File: config.mk
export PLATFORM = sky130hd
export DESIGN_NAME = stby_ctrl
export DESIGN_NICKNAME = d
export VERILOG_FILES = /design/src/rtl/stby_pkg.sv /design/src/rtl/stby_wake.sv /design/src/rtl/stby_sel_reg.sv /design/src/rtl/stby_stab_counter.sv /design/src/rtl/stby_fsm.sv /design/src/rtl/stby_ctrl.sv
export SDC_FILE = /design/constraint.sdc
export NUM_CORES = 1
export LEC_CHECK = 0
export ABC_AREA = 1
export ABC_CLOCK_PERIOD_IN_PS = 6000
export BUFFER_PORTS_ARGS = -buffer_cell sky130_fd_sc_hd__buf_2
export CELL_PAD_IN_SITES_DETAIL_PLACEMENT = 0
export CELL_PAD_IN_SITES_GLOBAL_PLACEMENT = 1
export CORE_MARGIN = 3
export CORE_UTILIZATION = 40
export CTS_BUF_LIST = sky130_fd_sc_hd__clkbuf_8
export DETAILED_ROUTE_END_ITERATION = 12
export GPL_TIMING_DRIVEN = 0
export HOLD_SLACK_MARGIN = 0.02
export PLACE_DENSITY = 0.82
export SETUP_SLACK_MARGIN = 0.2
export SLEW_MARGIN = 20
export SYNTH_ARGS = -nofsm -noshare
export SYNTH_HDL_FRONTEND = slang
export SYNTH_SLANG_ARGS = --single-unit
File: constraint.sdc
create_clock -name clk -period 6 [get_ports clk]
set_clock_uncertainty 0.2 [all_clocks]
set_input_delay 1.2 -clock clk [delete_from_list [all_inputs] [get_ports clk]]
set_output_delay 1.2 -clock clk [all_outputs]
set_load 0.01 [all_outputs]
File: src/rtl/stby_pkg.sv
package stby_pkg;

    typedef enum logic [1:0] {
        ST_RUN  = 2'd0,
        ST_HALT = 2'd1,
        ST_STOP = 2'd2,
        ST_WAIT = 2'd3
    } stby_state_e;

    // exponent of the settling wait for select code k, never below the floor
    function automatic int unsigned wait_exp(input int unsigned k,
                                             input int unsigned base_e,
                                             input int unsigned step_e,
                                             input int unsigned floor_e);
        int unsigned e;
        e = base_e + step_e * k;
        return (e < floor_e) ? floor_e : e;
    endfunction

endpackage

File: src/rtl/stby_wake.sv
module stby_wake #(
    parameter int unsigned NUM_IRQ = 8
) (
    input  logic [NUM_IRQ-1:0] irq_req,
    input  logic [NUM_IRQ-1:0] irq_mask,
    output logic               wake
);
    logic [NUM_IRQ-1:0] live;

    for (genvar g = 0; g < NUM_IRQ; g++) begin : g_live
        assign live[g] = irq_req[g] & ~irq_mask[g];
    end

    assign wake = |live;
endmodule

File: src/rtl/stby_sel_reg.sv
module stby_sel_reg #(
    parameter int unsigned SEL_W = 3
) (
    input  logic             clk,
    input  logic             rst,
    input  logic             we,
    input  logic             allow,
    input  logic [SEL_W-1:0] wdata,
    output logic [SEL_W-1:0] q
);
    always_ff @(posedge clk) begin
        if (rst) begin
            q <= '1;
        end else if (we && allow) begin
            q <= wdata;
        end
    end
endmodule

File: src/rtl/stby_stab_counter.sv
module stby_stab_counter
    import stby_pkg::*;
#(
    parameter int unsigned SEL_W    = 3,
    parameter int unsigned BASE_EXP = 8,
    parameter int unsigned STEP_EXP = 2,
    parameter int unsigned MIN_EXP  = 8,
    parameter int unsigned CNT_W    = 24
) (
    input  logic                  clk,
    input  logic                  rst,
    input  logic                  clear,
    input  logic                  count_en,
    input  logic [SEL_W-1:0]      sel,
    output logic [(1<<SEL_W)-1:0] status,
    output logic                  done
);
    localparam int unsigned NSEL = 1 << SEL_W;

    logic [CNT_W-1:0] cnt;
    logic [CNT_W-1:0] cnt_nx;
    logic [CNT_W-1:0] len_k [NSEL];
    logic [NSEL-1:0]  reach;

    assign cnt_nx = cnt + 1'b1;

    for (genvar g = 0; g < NSEL; g++) begin : g_len
        assign len_k[g] = {{(CNT_W-1){1'b0}}, 1'b1} << wait_exp(g, BASE_EXP, STEP_EXP, MIN_EXP);
        assign reach[g] = (cnt_nx >= len_k[g]) && (SEL_W'(g) <= sel);

        always_ff @(posedge clk) begin
            if (rst || clear) begin
                status[g] <= 1'b0;
            end else if (count_en && reach[g]) begin
                status[g] <= 1'b1;
            end
        end
    end

    assign done = count_en && (cnt_nx == len_k[sel]);

    always_ff @(posedge clk) begin
        if (rst || clear) begin
            cnt <= '0;
        end else if (count_en) begin
            cnt <= cnt_nx;
        end
    end
endmodule

File: src/rtl/stby_fsm.sv
module stby_fsm
    import stby_pkg::*;
(
    input  logic        clk,
    input  logic        rst,
    input  logic        stop_req,
    input  logic        halt_req,
    input  logic        wake,
    input  logic        done,
    output stby_state_e state,
    output logic        clr_stab
);
    stby_state_e state_nx;

    always_comb begin
        state_nx = state;
        clr_stab = 1'b0;
        unique case (state)
            ST_RUN: begin
                if (stop_req) begin
                    clr_stab = 1'b1;
                    state_nx = wake ? ST_WAIT : ST_STOP;
                end else if (halt_req) begin
                    state_nx = ST_HALT;
                end
            end
            ST_HALT: if (wake) state_nx = ST_RUN;
            ST_STOP: begin
                if (wake) begin
                    clr_stab = 1'b1;
                    state_nx = ST_WAIT;
                end
            end
            ST_WAIT: if (done) state_nx = ST_RUN;
            default: state_nx = ST_RUN;
        endcase
    end

    always_ff @(posedge clk) begin
        if (rst) state <= ST_RUN;
        else     state <= state_nx;
    end
endmodule

File: src/rtl/stby_ctrl.sv
module stby_ctrl
    import stby_pkg::*;
#(
    parameter int unsigned NUM_IRQ  = 8,
    parameter int unsigned SEL_W    = 3,
    parameter int unsigned BASE_EXP = 8,
    parameter int unsigned STEP_EXP = 2,
    parameter int unsigned MIN_EXP  = 8
) (
    input  logic                  clk,
    input  logic                  rst,
    input  logic                  stop_req,
    input  logic                  halt_req,
    input  logic [NUM_IRQ-1:0]    irq_req,
    input  logic [NUM_IRQ-1:0]    irq_mask,
    input  logic                  sel_we,
    input  logic [SEL_W-1:0]      sel_wdata,
    output logic [SEL_W-1:0]      sel_q,
    input  logic                  osc_run,
    output logic                  osc_en,
    output logic                  cpu_clk_en,
    output logic [(1<<SEL_W)-1:0] stab_status
);
    localparam int unsigned NSEL    = 1 << SEL_W;
    localparam int unsigned TOP_EXP = wait_exp(NSEL - 1, BASE_EXP, STEP_EXP, MIN_EXP);
    localparam int unsigned CNT_W   = TOP_EXP + 1;

    stby_state_e state_q;
    logic        wake;
    logic        done;
    logic        clr_stab;
    logic        count_en;
    logic        sel_allow;

    stby_wake #(.NUM_IRQ(NUM_IRQ)) u_wake (
        .irq_req (irq_req),
        .irq_mask(irq_mask),
        .wake    (wake)
    );

    stby_fsm u_fsm (
        .clk     (clk),
        .rst     (rst),
        .stop_req(stop_req),
        .halt_req(halt_req),
        .wake    (wake),
        .done    (done),
        .state   (state_q),
        .clr_stab(clr_stab)
    );

    assign sel_allow = (state_q == ST_RUN) || (state_q == ST_HALT);

    stby_sel_reg #(.SEL_W(SEL_W)) u_sel (
        .clk  (clk),
        .rst  (rst),
        .we   (sel_we),
        .allow(sel_allow),
        .wdata(sel_wdata),
        .q    (sel_q)
    );

    assign count_en = (state_q == ST_WAIT) && osc_run;

    stby_stab_counter #(
        .SEL_W   (SEL_W),
        .BASE_EXP(BASE_EXP),
        .STEP_EXP(STEP_EXP),
        .MIN_EXP (MIN_EXP),
        .CNT_W   (CNT_W)
    ) u_cnt (
        .clk     (clk),
        .rst     (rst),
        .clear   (clr_stab),
        .count_en(count_en),
        .sel     (sel_q),
        .status  (stab_status),
        .done    (done)
    );

    assign osc_en     = !rst && (state_q != ST_STOP);
    assign cpu_clk_en = !rst && (state_q == ST_RUN);
endmodule

# Yosys cells after proc, flatten, opt, wreduce, memory -nomap -nowiden
# Memory sizes are Yosys's and may differ from the RTL's.
# Cells that the tools add are included.
[word_totals] word_cells=95 register_bits=36 memories=1 mem_bits_ro=184
[memory_table] memory="(name not given)" depth=8 word_bits=23 read_ports=1 rd_ports_with_merged_regs=0 write_ports=0 line_no="stby_stab_counter.sv:40" rtl="assign done = count_en && (cnt_nx == len_k[sel]);"
[op_classes] eq_ne=9 add_sub_neg=1 order_cmp=17 n_mux=12 n_reduce_logical=27 bitwise_logic=17
[op_table] operator="two-way mux 23 bit" n=2
[op_table] operator="adder 23 x 1 -> 23 bit (second input constant)" n=1
[op_table] operator="equality test 23 bit" n=1
[op_table] operator=">= comparator 23 x 11 -> 1 bit (second input constant)" n=1
[op_table] operator=">= comparator 23 x 13 -> 1 bit (second input constant)" n=1
[op_table] operator=">= comparator 23 x 15 -> 1 bit (second input constant)" n=1
[op_table] operator=">= comparator 23 x 17 -> 1 bit (second input constant)" n=1
[op_table] operator=">= comparator 23 x 19 -> 1 bit (second input constant)" n=1
[op_table] operator=">= comparator 23 x 21 -> 1 bit (second input constant)" n=1
[op_table] operator=">= comparator 23 bit (second input constant)" n=1
[op_table] operator=">= comparator 23 x 9 -> 1 bit (second input constant)" n=1
[op_table] operator="logical AND 1 bit" n=21
[op_table] operator="<= comparator 3 bit (first input constant)" n=4
[op_table] operator="two-way mux 2 bit" n=5
[op_table] operator="bitwise AND 1 bit" n=8
[op_table] operator="NOT 1 bit" n=8
[op_table] operator="case mux 2 bit (4 select lines)" n=1
[op_table] operator="OR reduction 8 bit" n=1
[op_table] operator="<= comparator 1 x 3 -> 1 bit (first input constant)" n=2
[op_table] operator="<= comparator 2 x 3 -> 1 bit (first input constant)" n=2
[op_table] operator="equality test 2 bit (second input constant)" n=2
[op_table] operator=">= comparator 4 bit (second input constant)" n=1
[op_table] operator="!= test 2 x 1 -> 1 bit (second input constant)" n=2
[op_table] operator="!= test 2 bit (second input constant)" n=2
[op_table] operator="other kinds (9)" n=12

# Depth between registers and ports, before layout
# Gate-level depths: netlist (run 1).
[depth] ltp_word=8 ltp_mapped=18

# Hierarchy
# From an unflattened synthesis (run 1), not the netlist that was laid out.
[unflattened] hier_cells=429 area_unflattened_um2=2514.9
[by_module_without_submodules] mod="stby_stab_counter" seq_area_each_um2=620.6 cells_each=353 area_each_um2=2125.8 n_inst=1
[by_module_without_submodules] mod="stby_fsm" seq_area_each_um2=40.0 cells_each=30 area_each_um2=155.1 n_inst=1
[by_module_without_submodules] mod="stby_sel_reg" seq_area_each_um2=60.1 cells_each=14 area_each_um2=111.4 n_inst=1
[by_module_without_submodules] mod="stby_wake" seq_area_each_um2=0.0 cells_each=23 area_each_um2=86.3 n_inst=1
[by_module_without_submodules] mod="stby_ctrl" seq_area_each_um2=0.0 cells_each=9 area_each_um2=36.3 n_inst=1

# Least setup slack after synthesis (run 1)
# OpenSTA, ideal clock, no wires.
[synth_path] path_type="input to output" from="input rst" to="output cpu_clk_en" t_required_ns=4.600 path_buffers=0 setup_slack_ns=3.231 arrival_ns=1.369 stages=1 path_cell_list="nor2_1"
[synth_between] elab_chain_cells=2
[synth_lines] item="from (decl)" line_no="stby_ctrl.sv:11" rtl="input logic rst,"
[synth_lines] item="zero test 1 bit" line_no="stby_ctrl.sv:82" rtl="assign cpu_clk_en = !rst && (state_q == ST_RUN);"
[synth_lines] item="logical AND 1 bit" line_no="stby_ctrl.sv:82"
[synth_lines] item="to (decl)" line_no="stby_ctrl.sv:21" rtl="output logic cpu_clk_en,"
# Every way passes these cells.

# Worst setup path after layout (run 1)
[layout_path] from="input rst" to="output osc_en"
[layout_between] elab_chain_cells=2
[layout_lines] item="zero test 1 bit" line_no="stby_ctrl.sv:81" rtl="assign osc_en = !rst && (state_q != ST_STOP);"
[layout_lines] item="logical AND 1 bit" line_no="stby_ctrl.sv:81"
[layout_lines] item="to (decl)" line_no="stby_ctrl.sv:20" rtl="output logic osc_en,"
# Every way passes these cells.

==> flow_results.org, run 1 <==
** Detailed routing
- First-pass DRT Iterations :: 4
- Dividing the detail-routed wire length by the instance count gives 12.41 um.
- Number of remaining DRC errors :: 0
- Routed WL :: 6563 um
- Once detail routing completed, the nets flagged for antenna violations numbered 0.
- For this block, the initial DRC count from the detailed router was 116.
- Avg Vias per Cell :: 4.928
- Routed vias :: 2607

** Clock tree
- Clock transition at the registers of the reported paths :: 80 ps
- Post-CTS setup-driven buffer insertion count :: 0
- CTS max path bufs :: 2
- For the worst-skew pair, the clock arrives at the later sink with an insertion delay of 290 ps.
- Clock root buffer :: sky130_fd_sc_hd__clkbuf_8
- CTS Sinks :: 36
- Hold-fix buffers, CTS :: 0
- Buffers inserted during clock tree synthesis total 5.
- TritonCTS built the clock tree.
- The H-tree generated during clock tree synthesis spans 2 levels.
- Number of instances resized during post-cts repair :: 0

** Setup path
- Critical path class :: primary input to output pin
- The worst setup path is captured at an output pin.
- For the worst setup path, the data arrival time is 1560 ps.
- At the worst endpoint, the required time is 4600 ps.
- The worst setup path is launched from a primary input.
- Worst Path Max Fanout :: 5

** STA
- The worst path in the final design needs a cycle of 2960 ps, including I/O delays and setup.
- The final max-slew violation count came to 0.
- Derived from the worst setup path, the maximum achievable clock frequency is 337.8 MHz.
- Hold timing on the final database bottoms out at a slack of 251.3 ps.
- For the pin with the worst max-slew slack, the measured transition is 549.1 ps.
- Worst relative slew slack :: 0.6339
- The total count of hold-check failures in the final report was 0.
- Setup violations remaining at the end of the flow were counted as 0.
- Unrepaired setup endpoints after global routing :: false
- Summed over all failing endpoints, the final setup total negative slack is 0 ps.
- Fin crit share :: 0.4934

** Yosys
- Syn_nets :: 438
- Share of flip-flops with an asynchronous set or reset :: 0
- Number of distinct library cells after synthesis :: 31
- By area the synthesized netlist is led by sky130_fd_sc_hd__dfxtp_1, sky130_fd_sc_hd__nand2_1, sky130_fd_sc_hd__inv_1.
- In this run the cell area of the synthesized design comes to 2441 um^2.
- The synthesized design contains 0 enable-type register cells.
- For this run, the register share of the synthesized area comes to 0.2952.
- Syn Inst Count :: 412
- Of the post-synthesis cell area, the dominant cell type holds 0.2952.
- Summed over all instances, the cell type with the most area after synthesis is sky130_fd_sc_hd__dfxtp_1.
- Averaged over all synthesized cells, the footprint is 5.925 um^2.
- The synthesized design contains 36 register bits.
- Number of synthesis warnings :: 0
- Commonest register cell after synthesis :: sky130_fd_sc_hd__dfxtp_1

** Cells and area
- Sequential cell area :: 720.7 um^2
- Count of filler cells inserted in the layout :: 627
- 0 antenna diodes ended up in the layout.
- The library cell used most frequently in the layout, excluding fill and tap cells, is sky130_fd_sc_hd__nand2_1.
- The area growth from synthesis to layout is 15.84%.
- In the final layout, the share of cells above drive strength 1 is 0.1444.
- Footprint of the multi-input gates :: 1476 um^2
- Commonest cells after routing, fill and taps aside :: sky130_fd_sc_hd__nand2_1, sky130_fd_sc_hd__inv_1, sky130_fd_sc_hd__nor2_1
- Net count of the finished layout :: 482

** Status
- Result of the run :: finished clean

** Power and ir drop
- Across the VDD grid, the largest voltage drop is 143.3 uV.
- Leakage :: 1.359 nW
- Dividing total power by cell area gives a power density of 201.4 nW/um^2.

** Global route
- Global routing finished with a remaining overflow of 0.
- The number of antenna violations at the first check in global routing is 0.
- In the global route stage, overall resource usage came out at 0.1894.
- Pin count of the biggest net entering global routing :: 13
- Via count of the first global-routing pass :: 2385
- Wire length of the first global-routing pass :: 11040 um

** Floorplanning
- In this run the core area contains 27 standard-cell rows.
- The die is 84.12 um wide.
- From bottom edge to top edge, the die measures 84.12 um.
- The floorplan step defined a die boundary enclosing 7076 um^2.
- The total area inside the core boundary comes to 5709 um^2.
- For this configuration, the core starts out at a cell density of 0.4276.
- During I/O placement, the number of pins put on the boundary was 38.

** Placement
- Weighted congestion at the end of routability-driven global placement :: 0.8651
- DPL Wire Length :: 5215 um
- Count of buffers from port buffering :: 37

** Worst hold path
- The path class of the tightest hold or removal check is flip-flop to flip-flop.

** Job
- Max-cap violations in this run came to 0.
-- final cells by class --
class,count,share of cell area
timing repair buffer,37,0.06549
clock buffer,5,0.02434
multi-input combinational,311,0.5221
inverter,59,0.07832
clock inverter,3,0.01504
buffer,6,0.007965
tap,72,0.03186
sequential,36,0.2549
-- worst max-delay path: stages --
cell and delay, ps:
sky130_fd_sc_hd__buf_2 130, sky130_fd_sc_hd__nor2_1 90, sky130_fd_sc_hd__buf_2 130
-- final timing paths --
path                                start                           end  slack, ps  depth (start not counted)
max                                   rst                        osc_en       3040                          3
min          u_cnt.status[3]$_SDFFE_PP0P_  u_cnt.status[3]$_SDFFE_PP0P_        250                          2
max reg2reg     u_cnt.cnt[0]$_SDFFE_PP0P_  u_cnt.status[1]$_SDFFE_PP0P_       3630                         12
min reg2reg  u_cnt.status[3]$_SDFFE_PP0P_  u_cnt.status[3]$_SDFFE_PP0P_        250                          2
-- registers in the layout, indices dropped and copies added (netlist names) --
register	cells
u_cnt.cnt	23
u_cnt.status	8
u_fsm.state	2
u_sel.q	3
-- kinds of logic after synthesis --
kind of cell,synth area share
simple gates,0.4546
buf+inv,0.09995
compound gates,0.1379
flops,0.2952
xor+xnor,0.007177
fa+ha+maj,0.005125
-- through the flow --
step | instance area (um^2) | util | total power, mW | setup slack (ps) | std cells
6_report | 2828 | 0.4953 | 0.5694 | 3040 | 529
4_1_cts | 2828 | 0.4953 | 0.5749 | 3031 | 529
2_1_floorplan | 2441 | - | 0.3254 | 3231 | 412
3_5_place_dp | 2716 | 0.4758 | 0.3597 | 2753 | 521
5_1_grt | 2828 | 0.4953 | 0.6015 | 2807 | 529
3_3_place_gp | 2716 | 0.4758 | 0.3587 | 2779 | 521
-- metal layers --
layer / global-route usage / part of all wire
met5: 0 / 0
met4: 0.04094 / 0.011
met3: 0.03949 / 0.042
met2: 0.3042 / 0.45
met1: 0.2617 / 0.50
-- power breakdown --
| part | total, mW | internal, mW | switching (mW) |
|---|---|---|---|
| logic | 0.0972 | 0.0338 | 0.0634 |
| clock network | 0.215 | 0.123 | 0.0922 |
| registers | 0.257 | 0.247 | 0.0101 |
| total | 0.569 | 0.404 | 0.166 |
-- Yosys cell counts, types with 2 or more instances --
| library cell | count |
|---|---|
| sky130_fd_sc_hd__a21oi_1 | 30 |
| sky130_fd_sc_hd__a31oi_1 | 3 |
| sky130_fd_sc_hd__clkbuf_1 | 6 |
| sky130_fd_sc_hd__dfxtp_1 | 36 |
| sky130_fd_sc_hd__inv_1 | 57 |
| sky130_fd_sc_hd__inv_2 | 2 |
| sky130_fd_sc_hd__nand2_1 | 127 |
| sky130_fd_sc_hd__nand2_2 | 7 |
| sky130_fd_sc_hd__nand3_1 | 29 |
| sky130_fd_sc_hd__nand3b_1 | 5 |
| sky130_fd_sc_hd__nand4_1 | 3 |
| sky130_fd_sc_hd__nor2_1 | 55 |
| sky130_fd_sc_hd__nor2_2 | 4 |
| sky130_fd_sc_hd__nor2_4 | 3 |
| sky130_fd_sc_hd__nor2_8 | 2 |
| sky130_fd_sc_hd__nor3_1 | 5 |
| sky130_fd_sc_hd__o211ai_1 | 3 |
| sky130_fd_sc_hd__o21ai_0 | 14 |
| sky130_fd_sc_hd__o21ai_1 | 4 |
| sky130_fd_sc_hd__o21bai_1 | 2 |
| sky130_fd_sc_hd__o22ai_1 | 4 |
| sky130_fd_sc_hd__xnor2_1 | 2 |
(Power assumes the default switching activity.)
==> run 2, diff against run 1 <==
- ABC_AREA: 1 -> 0
- ABC_CLOCK_PERIOD_IN_PS: 6000 -> 2850
- PLACE_DENSITY: 0.82 -> 0.77
- clock period: 6 -> 2.85 ns (I/O delays scaled with it)
==> flow_results.org, run 2 <==
** Status
- Result of the run :: finished clean

** Detailed routing
- The via total after detailed routing is 2362 (-9.4%).
- The total routed wirelength came to 6545 um (-0.27%).
- Count of antenna-violating nets left after detailed routing :: 0 (unchanged)
- The number of remaining DRC errors came to 0 (unchanged).
- The vias per cell came to 5.380 (+9.2%).
- The iteration-0 DRC count of the detailed router came to 140 (+21%).
- The detailed-routing iteration count for the pre-antenna-repair pass came to 4 (unchanged).
- Routed WL per cell :: 14.91 um (+20%)

** Cells and area
- The largest registers in the layout are u_cnt.cnt x23, u_cnt.status x8, u_sel.q x3.
- Layout Cell Area excl Fill :: 2999 um^2 (+6.1%)
- Commonest cells after routing, fill and taps aside :: sky130_fd_sc_hd__nor2_1, sky130_fd_sc_hd__buf_2, sky130_fd_sc_hd__dfxtp_1
- Layout Cells excl Fill :: 439 (-17%)
- Counting flops per register, the top entry is u_cnt.cnt.
- Layout area overhead :: 19.85%
- The share of layout cells above drive strength 1 came to 0.2692 (+0.1248).
- Max reg flops :: 23 (unchanged)
- The antenna diode count is 0 (unchanged).
- Net count of the finished layout :: 389 (-19%)
- The core occupancy in the finished layout came to 0.5006 (+0.005339).

** Setup path
- The worst setup path is of the flip-flop to flip-flop kind.
- Cell family with most CP delay :: simple AND/OR/NAND/NOR gates
- The worst register-to-register path begins at u_cnt.cnt[1]$_SDFFE_PP0P_.
- The worst register-to-register path ends at u_cnt.status[0]$_SDFFE_PP0P_.
- The endpoint arrival time on the critical path is 2510 ps (+950 ps).
- The maximum fanout encountered on the critical timing path came to 9 (+4).
- Walking the worst path, the cells encountered are ha_4, and4_2, nand3_4, nor2_4, xnor2_2, or3b_4, nor4_4, a211oi_1.
- Buffers plus inverters on the worst setup path :: 0 (-2)
- Crit-path max cell delay :: 450 ps (+320 ps)
- The worst setup path is captured at a flip-flop.
- Cell with the largest stage delay on the worst path :: sky130_fd_sc_hd__or3b_4
- The number of cells on the worst reg-to-reg path came to 8 (-4).
- Critical path required time :: 2800 ps (-1800 ps)
- The worst setup path is launched from a flip-flop.
- Worst setup slack for register-to-register paths :: 290 ps (-3340 ps)

** STA
- Unrepaired setup endpoints after global routing :: false
- Final period demand of the worst path :: 2563 ps
- Max Clock Freq :: 390.1 MHz
- Final slew viol count :: 0 (unchanged)
- Sum Neg Setup Slack :: 0 ps (unchanged)
- Crit path setup slack, layout :: 286.7 ps (-2753 ps)
- The final number of setup-violating endpoints was 0 (unchanged).
- Fin crit share :: 0.8994
- Post-route worst hold slack :: 243.6 ps (-7.645 ps)
- The total count of hold-check failures in the final report came to 0 (unchanged).
- The worst slew margin relative to its limit is 0.4790 (-0.1549).
- The slew at the pin closest to its max-slew limit came to 774.3 ps (+225.2 ps).

** Yosys
- The number of flip-flops and latches in the synthesized netlist is 36 (unchanged).
- The number of distinct library cell variants in the gate-level netlist after synthesis is 63 (+100%).
- The post-synthesis async set-or-reset flop share came to 0 (unchanged).
- The post-synthesis sequential area ratio is 0.2880 (-0.007233).
- Top cells by area, synth :: sky130_fd_sc_hd__dfxtp_1, sky130_fd_sc_hd__nor2_1, sky130_fd_sc_hd__xnor2_1
- sky130_fd_sc_hd__nor2_1 is the most common cell in the netlist.
- The average footprint of a synthesized cell is 7.894 um^2 (+33%).
- In the synthesized netlist the dominant register cell turns out to be sky130_fd_sc_hd__dfxtp_1.
- The synthesized net count came to 343 (-22%).
- Of all cell types, the one taking the most synthesized area is sky130_fd_sc_hd__dfxtp_1.
- The post-synthesis cell count was 317 (-23%).
- Synth cell count leaders :: sky130_fd_sc_hd__nor2_1, sky130_fd_sc_hd__dfxtp_1, sky130_fd_sc_hd__nand2_1
- The post-synthesis instance area was 2502 um^2 (+2.5%).
- The portion of synthesized cell area occupied by the leading cell type came to 0.2880 (-0.007233).
- The total number of yosys warnings was 0 (unchanged).
- The count of flip-flops with a built-in enable after synthesis was 0 (unchanged).

** Clock tree
- The post-cts hold buffer count came to 0 (unchanged).
- The clock transition time at the flip-flop clock pins of the worst setup and hold paths is 70 ps (about the same).
- Clock root buffer :: sky130_fd_sc_hd__clkbuf_8
- The depth of the CTS H-tree came to 2 (unchanged).
- The number of buffers created by CTS came to 5 (unchanged).
- Source-to-sink clock delay at the later pin of the worst-skew pair :: 280 ps (about the same)
- TritonCTS built the clock tree.
- The clock tree buffer depth came to 2 (unchanged).
- The count of clock tree sinks came to 36 (unchanged).

** Power and ir drop
- The switching fraction of total power came to 0.2678 (-0.02333).
- Clock group share of total power :: 0.362 (-0.016)
- Combinational fraction of design power :: 0.129 (-0.042)
- Largest vdd supply drop :: 198.6 uV (+39%)
- Net Switching :: 0.2740 mW (+65%)
- Leakage :: 1.195 nW (-12%)
- Internal :: 0.7491 mW (+86%)
- The part of the total power dissipated in sequential elements is 0.509 (+0.058).
- The power per cell area is 341.1 nW/um^2 (+69%).
- The overall power came to 1.023 mW (+80%).

** Global route
- The number of global-route vias before repair came to 2204 (-7.6%).
- The final global-route overflow total was 0 (unchanged).
- The number of antenna violations at the first check in global routing was 0 (unchanged).
- Pin count of the biggest net entering global routing :: 11 (-2)
- Total routing resource utilization after global routing :: 0.1858 (-0.003625)
- Wire length of the first global-routing pass :: 10850 um (-1.7%)

** Worst hold path
- Worst hold start :: u_cnt.status[3]$_SDFFE_PP0P_
- Class of the worst hold path :: flip-flop to flip-flop
- The worst hold path depth was 2 (unchanged).
- Destination of the worst hold path :: u_cnt.status[3]$_SDFFE_PP0P_

** Floorplanning
- The vertical die dimension was 85.10 um (+1.2%).
- The starting utilization of the core area is 0.4177 (-0.009859).
- Die Footprint :: 7241 um^2 (+2.3%)
- Floorplan die width :: 85.10 um (+1.2%)
- The row count was 28 (+3.7%).
- The area of the core is 5991 um^2 (+4.9%).
- Boundary pin count :: 38 (unchanged)

** Placement
- Post-Place Setup Slack :: -141.9 ps (-2895 ps)
- The number of placed instances, taps included is 429 (-18%).
- The weighted congestion at the end of routability-driven global placement came to 0.7814 (-9.7%).
- The instance area after placement was 2781 um^2 (+2.4%).
- DPL Wire Length :: 4840 um (-7.2%)
- Count of buffers from port buffering :: 37 (unchanged)

** Job
- Max_cap viols :: 0 (unchanged)
-- run 2: changes by cell type in the layout (fill, tap and decap cells not counted), moves of 9 or more --
cell and change:
sky130_fd_sc_hd__nor2_1 -9, sky130_fd_sc_hd__xnor2_1 +15, sky130_fd_sc_hd__inv_1 -38, sky130_fd_sc_hd__xor2_1 +15, sky130_fd_sc_hd__nand2_1 -105, sky130_fd_sc_hd__buf_2 +9
sky130_fd_sc_hd__nand3_1 -19, sky130_fd_sc_hd__nor3_1 +10, sky130_fd_sc_hd__a21oi_1 -21, sky130_fd_sc_hd__o21ai_0 -11
-- run 2: cells by family after synthesis --
logic type | count (synthesis) | synth area share
mux | 3 | 0.01200
simple gates | 151 | 0.3400
buf+inv | 41 | 0.07850
xor+xnor | 34 | 0.1190
compound gates | 51 | 0.1575
flops | 36 | 0.2880
fa+ha+maj | 1 | 0.004999
-- run 2: worst max path at each step --
| stage | start | end | cells after the start |
|---|---|---|---|
| final | u_cnt.cnt[1]$_SDFFE_PP0P_ | u_cnt.status[0]$_SDFFE_PP0P_ | 8 |
| after global routing | u_cnt.cnt[9]$_SDFFE_PP0P_ | u_cnt.status[0]$_SDFFE_PP0P_ | 8 |
| after CTS | u_cnt.cnt[0]$_SDFFE_PP0P_ | u_cnt.status[0]$_SDFFE_PP0P_ | 8 |
| after detailed placement | u_cnt.cnt[0]$_SDFFE_PP0P_ | u_cnt.status[3]$_SDFFE_PP0P_ | 7 |
| after global placement | u_cnt.cnt[0]$_SDFFE_PP0P_ | u_cnt.status[3]$_SDFFE_PP0P_ | 8 |
| after floorplan | u_cnt.cnt[0]$_SDFFE_PP0P_ | u_cnt.status[0]$_SDFFE_PP0P_ | 8 |
-- run 2: worst reg2reg max path: cells and delay by family (launching register included) --
kind                       cells  cell delay (ps)
xor gates and xnor gates       1              150
and+or+nand+nor                5             1380
adders and majority gates      1              190
AOI/OAI and AO/OA              1              120
DFF                            1              400
-- run 2: area by class of cell --
| class | count | area (um^2) |
|---|---|---|
| Fill cell | 592 | 2992 |
| Multi-Input combinational cell | 240 | 1684 |
| Sequential cell | 36 | 730.7 |
| Timing Repair Buffer | 39 | 203.9 |
| Buffer | 24 | 132.6 |
| Tap cell | 75 | 93.84 |
| Clock buffer | 6 | 82.58 |
| Inverter | 17 | 63.81 |
| Clock inverter | 2 | 7.507 |
-- run 2: timing repair --
action,CTS,global route
pin swaps,2,3
resized for setup,15,13
setup endpoints to repair,7,6
buffers inserted,2,0
-- run 2: layer usage --
layer	up-vias	global-route usage	routed length, um
li1	1215	-	-
met1	1101	0.2676	3257
met2	44	0.2853	2986
met3	2	0.03689	265
met4	0	0.04460	35
met5	-	0	0
-- run 2: power groups by stage --
| stage | clock, mW | sequential [mW] | combinational, mW |
|---|---|---|---|
| 6_report | 0.370 | 0.521 | 0.132 |
| 5_1_grt | 0.403 | 0.522 | 0.146 |
| 4_1_cts | 0.383 | 0.521 | 0.134 |
| 3_5_place_dp | 0 | 0.533 | 0.133 |
| 3_3_place_gp | 0 | 0.532 | 0.132 |
| 2_1_floorplan | 0 | 0.532 | 0.0794 |
